File: src/rtl/chop_limiter.sv
module chop_limiter #(
  parameter int CUR_W     = 10,
  parameter int TEMP_W    = 8,
  parameter int OFF_CYC   = 1000,
  parameter int BLANK_CYC = 825,
  parameter int LIM_NOM   = 325,
  parameter int LIM_FOLD  = 200,
  parameter int SC_HI     = 550,
  parameter int SC_LO     = 400,
  parameter int T_KNEE    = 160,
  parameter int T_TRIP    = 175
) (
  input  logic              clk,
  input  logic              rst_n,
  input  logic              act_stb,
  input  logic [CUR_W-1:0]  ls_cur,
  input  logic [CUR_W-1:0]  hs_cur,
  input  logic [TEMP_W-1:0] temp,
  output logic              tri_req,
  output logic              short_pulse,
  output logic              ot_trip
);
  localparam int OFF_W  = $clog2(OFF_CYC + 1);
  localparam int BLK_W  = $clog2(BLANK_CYC + 1);
  localparam int PW     = CUR_W + TEMP_W;
  localparam int DROP   = LIM_NOM - LIM_FOLD;
  localparam int T_SPAN = T_TRIP - T_KNEE;

  logic [OFF_W-1:0]  off_cnt;
  logic [BLK_W-1:0]  blank_cnt;
  logic [CUR_W-1:0]  lim_q, lim_next, drop_w;
  logic [TEMP_W-1:0] dt;
  logic              sc, sc_q, chop_go, off_last;

  assign dt     = temp - TEMP_W'(T_KNEE);
  assign drop_w = CUR_W'((PW'(dt) * PW'(DROP)) / PW'(T_SPAN));

  always_comb begin
    if (temp <= TEMP_W'(T_KNEE))      lim_next = CUR_W'(LIM_NOM);
    else if (temp >= TEMP_W'(T_TRIP)) lim_next = CUR_W'(LIM_FOLD);
    else                              lim_next = CUR_W'(LIM_NOM) - drop_w;
  end

  assign sc       = (hs_cur >= CUR_W'(SC_HI)) || (ls_cur >= CUR_W'(SC_LO));
  assign off_last = (off_cnt == OFF_W'(1));
  assign chop_go  = (off_cnt == '0) && (blank_cnt == '0) && (ls_cur >= lim_q);
  assign tri_req  = (off_cnt != '0);

  always_ff @(posedge clk) begin
    if (!rst_n) begin
      lim_q       <= CUR_W'(LIM_NOM);
      ot_trip     <= 1'b0;
      sc_q        <= 1'b0;
      short_pulse <= 1'b0;
      off_cnt     <= '0;
      blank_cnt   <= '0;
    end else begin
      lim_q       <= lim_next;
      ot_trip     <= temp > TEMP_W'(T_TRIP);
      sc_q        <= sc;
      short_pulse <= sc & ~sc_q;
      if (off_cnt != '0)  off_cnt <= off_cnt - OFF_W'(1);
      else if (chop_go)   off_cnt <= OFF_W'(OFF_CYC);
      if (act_stb || off_last)   blank_cnt <= BLK_W'(BLANK_CYC);
      else if (blank_cnt != '0)  blank_cnt <= blank_cnt - BLK_W'(1);
    end
  end
endmodule

File: config.mk
export PLATFORM = sky130hd
export DESIGN_NAME = chop_limiter
export DESIGN_NICKNAME = d
export VERILOG_FILES = /design/src/rtl/chop_limiter.sv
export SDC_FILE = /design/constraint.sdc
export NUM_CORES = 1
export LEC_CHECK = 0
export BUFFER_PORTS_ARGS = -buffer_cell sky130_fd_sc_hd__buf_2
export CORE_ASPECT_RATIO = 0.6
export CORE_UTILIZATION = 62
export CTS_CLUSTER_SIZE = 12
export DETAILED_ROUTE_END_ITERATION = 10
export PLACE_DENSITY = 0.81
export SLEW_MARGIN = 20
export SYNTH_ARGS = -nofsm -noshare
export SYNTH_HDL_FRONTEND = slang
export SYNTH_SLANG_ARGS = --single-unit
File: constraint.sdc
create_clock -name clk -period 23.7 [get_ports clk]
set_input_delay 4.74 -clock clk [delete_from_list [all_inputs] [get_ports clk]]
set_output_delay 4.74 -clock clk [all_outputs]
set_load 0.03 [all_outputs]
== Word-level counts from Yosys, hierarchy flattened ==
Cells that the tools add are included.
Word-level totals
  bits in registers: 33
  latch bits: 0
  bits in writable memories: 0
  bits in read-only memories: 0
  bits of input ports: 31
  output and inout port bits: 3
  logic and storage cells: 42
  memories kept: 0
Cells by class
  add/subtract/negate cells: 4
  multipliers: 1
  div/mod/pow operators: 1
  order comparisons: 6
  equal/unequal tests: 1
  shift operators: 0
  muxes and demuxes: 5
  bitwise gates (word level): 3
  reductions and logical operators: 13
Operators with widths (number)
  10-bit two-way mux: 4
  10-bit zero test: 2
  10-bit nonzero test: 2
  10-bit by 1-bit subtractor with 10-bit output, second input constant: 2
  15-bit by 4-bit divider with 18-bit output, second input constant: 1
  8-bit by 7-bit multiplier with 15-bit output, second input constant: 1
  10-bit by 1-bit == test with 1-bit output, second input constant: 1
  10-bit greater-or-equal comparator: 1
  10-bit greater-or-equal comparator, second input constant: 1
  10-bit by 9-bit greater-or-equal comparator with 1-bit output, second input constant: 1
  9-bit by 10-bit subtractor with 10-bit output, first input constant: 1
  9-bit two-way mux: 1
  8-bit greater-or-equal comparator, second input constant: 1
  8-bit greater-than comparator, second input constant: 1
  8-bit <= comparator, second input constant: 1
  8-bit subtractor, second input constant: 1
  2-bit nonzero test: 2
  2-bit OR reduction: 2
  3-bit OR reduction: 1
  1-bit logical AND: 2
  1-bit logical OR: 2
  1-bit NOT: 2
  1-bit bitwise AND: 1

== Depth between registers and ports, before layout ==
  word-level depth: 5
  mapped depth: 42
  gate-level depth less buffers: 38

== Worst setup path after synthesis ==
OpenSTA, ideal clock, no wires.
  path type: input to register
  from: input temp[6]
  to: register lim_q[9]
  setup time: 119 ps
  arrival time: 13423 ps
  data required time: 23581 ps
  setup slack: 10159 ps
  stages: 40
  buffers on the path: 2
  path through: clkbuf_1 inv_1 ha_1 xnor2_1 ha_1 inv_1 fa_1 inv_1 fa_1 ha_1 ha_1 and3_1 and3_1 a221oi_2 or3_4 nand3_2 a311oi_2 o22ai_2 (+4 left out) o21a_2 and3b_1 nor3_2 a21oi_1 or3_4 o211a_2 xnor2_1 ha_1 o21ba_2 a311o_1 o21ai_1 a21o_2 ha_1 inv_1 a21o_1 a21oi_1 xnor2_1 nor2_1
On the way
  longest elaborated chain between the ends: 4
  elaborated cells on any way between the ends: 7
  classes of those cells: 2 x add/sub; 1 x mul; 1 x div; 2 x order compare; 1 x reduce/logical
RTL lines
  from (decl): line 18  | input logic [TEMP_W-1:0] temp,
  8-bit subtractor: line 35  | assign dt = temp - TEMP_W'(T_KNEE);
  8-bit by 7-bit multiplier with 15-bit output: line 36  | assign drop_w = CUR_W'((PW'(dt) * PW'(DROP)) / PW'(T_SPAN));
  15-bit by 4-bit divider with 18-bit output: line 36
  via drop_w[1]: line 31  | logic [CUR_W-1:0] lim_q, lim_next, drop_w;
  9-bit by 10-bit subtractor with 10-bit output: line 41  | else lim_next = CUR_W'(LIM_NOM) - drop_w;
  to (signal assigned): line 51  | lim_q <= CUR_W'(LIM_NOM);
  to (signal assigned): line 58  | lim_q <= lim_next;
  to (decl): line 31
The timed path passes the listed nets, and every way through them passes these cells.
A chain may end at the register's enable or synchronous reset.

== Worst setup path in the final report ==
  from: input temp[5]
  to: register lim_q[9]
Same word-level chain as after synthesis.

==> metrics.txt <==
Post-CTS Setup Repair Bufs=0; worst hold path class=reg2reg; buffers added on ports=32; clk sink count=33; Die Area=8650 um2; drc violations=0; most used cell, CP=ha_1; largest net degree at the start of global routing=20; fin nets=roughly 800; worst slew pin tran=roughly 1.1 ns; main flop type after synthesis=dfxtp_1; Crit. End Element=flip-flop; Reg clk slew, reported paths=0.05 ns; CP Launch Type=input port; area growth from synthesis to layout=7.98%; DR vias/cell=6.59; Worst-Skew Late Latency=0.28 ns; Starting DRT DRC Count=419; core region area=7950 um2; CTS tree=yes; Buf/Inv on CP=5; EDFF count, synth=0; Ys Warns=0; n_diodes=0; worst r2r path cells=16; worst reg2reg startpoint=lim_q[0]; initial antenna violation count=0; syn_area_per_cell=7.84 um2; RSZ-0062 raised after global routing=no; global placer's final weighted congestion=0.938; Hold Slack=0.401 ns; TritonCTS buffer count=5; Critical Path AT=15.44 ns; Die Y-Extent=72.5 um; Yosys top cell by area=ha_1; max incr delay on CP=0.87 ns; num ports=34; Post-synth ARST share=0; fraction of layout cells with a size suffix above 1=0.126; worst-case clock buffer depth=2; row cnt=25; outcome=finished clean; Multi-input gate area=~4200 um2; post-route cell area=5540 um2; clk_skew=0.00182 ns; TNS Setup=0 ns; Yosys top cell area share=0.137; placed cell area=5350 um2; Synth area leaders=ha_1 14%, dfxtp_1 13%, fa_1 7.0%; DRT Pass-1 Iters=8; Period minus WS final=15.28 ns; cts hold-fix bufs=0; total of max-cap violations=0; Post-DP HPWL=around 11 mm; Slew Viols, Final=0; first-pass GRT wire length=22.8 mm; remaining global-route overflow=0; root buffer cell=clkbuf_16; htree depth=2; CP Depth=39; Syn Inst Count=approximately 650; critical-path maximum fanout=13; fillers=642; post-cts sizing count=0; cell area after synthesis=5130 um2; register area=661 um2; sequential share of the synthesized area=0.129; total track usage=0.323; Post-Route WL=13.6 mm; Yosys cell types=90; CP startpoint=temp[5]; Die X=119 um; Crit Path Class=in2reg; worst r2r dst=off_cnt[5]; # setup viols final=0; routed via count=5193; vias in the first global route=about 4700; Routed Antenna Nets=0; final worst path period share=0.645; Required @ worst endpoint=between 20 and 25 ns; crit path capture=lim_q[9]; flop2flop setup slack=20.80 ns; family with the most delay on the worst path=compound AO/OA/AOI/OAI gates; slowest CP cell=mux2i_1; Slew HR=0.260; Syn Nets=759; Initial Utilization=0.646; fmax=65.4 MHz; Final Hold Viols=0; routed len/inst=17.3 um; Seq cells post-synth=33
[cell families after synthesis]
logic type / count (synthesis) / synth area share
compound gates: 218 / 0.318
xor+xnor: 31 / 0.0529
fa+ha+maj: 77 / 0.213
buf+inv: 70 / 0.0549
flops: 33 / 0.129
mux: 12 / 0.0251
simple gates: 213 / 0.207
[per-layer routing]
layer,share of wire,routed length (um),GRT usage
met1,0.50,6740,0.487
met2,0.41,5550,0.487
met3,0.089,1210,0.0597
met4,0.0072,98,0.0431
met5,0,0,0
[placed cells by master (no fill, tap or decap), types with 11 or more instances in the layout]
master and instances:
inv_1 56, ha_1 56, nand2_1 51, nor2_1 48
a21oi_1 44, dfxtp_1 33, buf_2 32, o21ai_0 31
nor3_1 25, xnor2_1 20, nand3_1 20, fa_1 18
nor2b_1 11
[cell type report]
cell class / count / area share
Multi-Input combinational cell: 551 / 0.758
Sequential cell: 33 / 0.119
Inverter: 56 / 0.0379
Timing Repair Buffer: 32 / 0.0289
Clock buffer: 7 / 0.0258
Tap cell: 108 / 0.0244
Clock inverter: 1 / 0.00542
[through the flow]
| step | cells | utilization | setup WS, ns |
|---|---|---|---|
| final | 788 | 0.697 | 8.42 |
| after global routing | 788 | 0.697 | 7.64 |
| after CTS | 788 | 0.696 | 8.64 |
| after detailed placement | 780 | 0.674 | 8.39 |
| after global placement | 780 | 0.674 | 8.80 |
| after floorplan | 654 | - | 10.16 |
[worst min-delay path by stage]
stage,cells past startpoint,endpoint,startpoint
floorplan,1,short_pulse,sc_q
global placement,1,short_pulse,sc_q
detailed placement,1,short_pulse,sc_q
CTS,1,short_pulse,sc_q
global route,1,short_pulse,sc_q
finish,1,short_pulse,sc_q
[synthesized netlist by cell type, drive strengths merged (4+ instances only)]
cell type / count
and3: 6
nor2: 49
o211ai: 10
a21o: 10
nand2b: 8
o21ai: 42
o31ai: 8
nand3: 21
inv: 56
nor4: 5
o22ai: 5
nor3b: 4
o221ai: 4
a211oi: 14
a21boi: 12
nor3: 27
mux2: 4
dfxtp: 33
nor2b: 11
xor2: 11
a31oi: 7
clkbuf: 8
or3: 8
a211o: 5
o211a: 7
o21a: 6
a21oi: 47
xnor2: 20
ha: 56
fa: 18
nand2: 52
buf: 6
and2: 9
mux2i: 8
[worst register-to-register path: stages (launching register included)]
cell and delay, ns:
dfxtp_1 0.30, ha_1 0.25, nand2b_1 0.14, a21o_1 0.17, a21o_1 0.17, a21oi_1 0.13, nor2b_1 0.05, o21ai_0 0.13
nand2b_1 0.08, a21oi_1 0.14, nor2b_1 0.05, o21ai_0 0.17, nand2b_1 0.08, a21oi_1 0.26, nand2b_1 0.20, nor2_1 0.10
o311a_1 0.34
[state kept, by name, indices dropped and copies added (netlist names)]
register,cells
blank_cnt,10
lim_q,10
off_cnt,10
ot_trip,1
sc_q,1
short_pulse,1
Power is not shown: default switching activity piles up to over one toggle a cycle in this logic, so the estimate is an artifact.
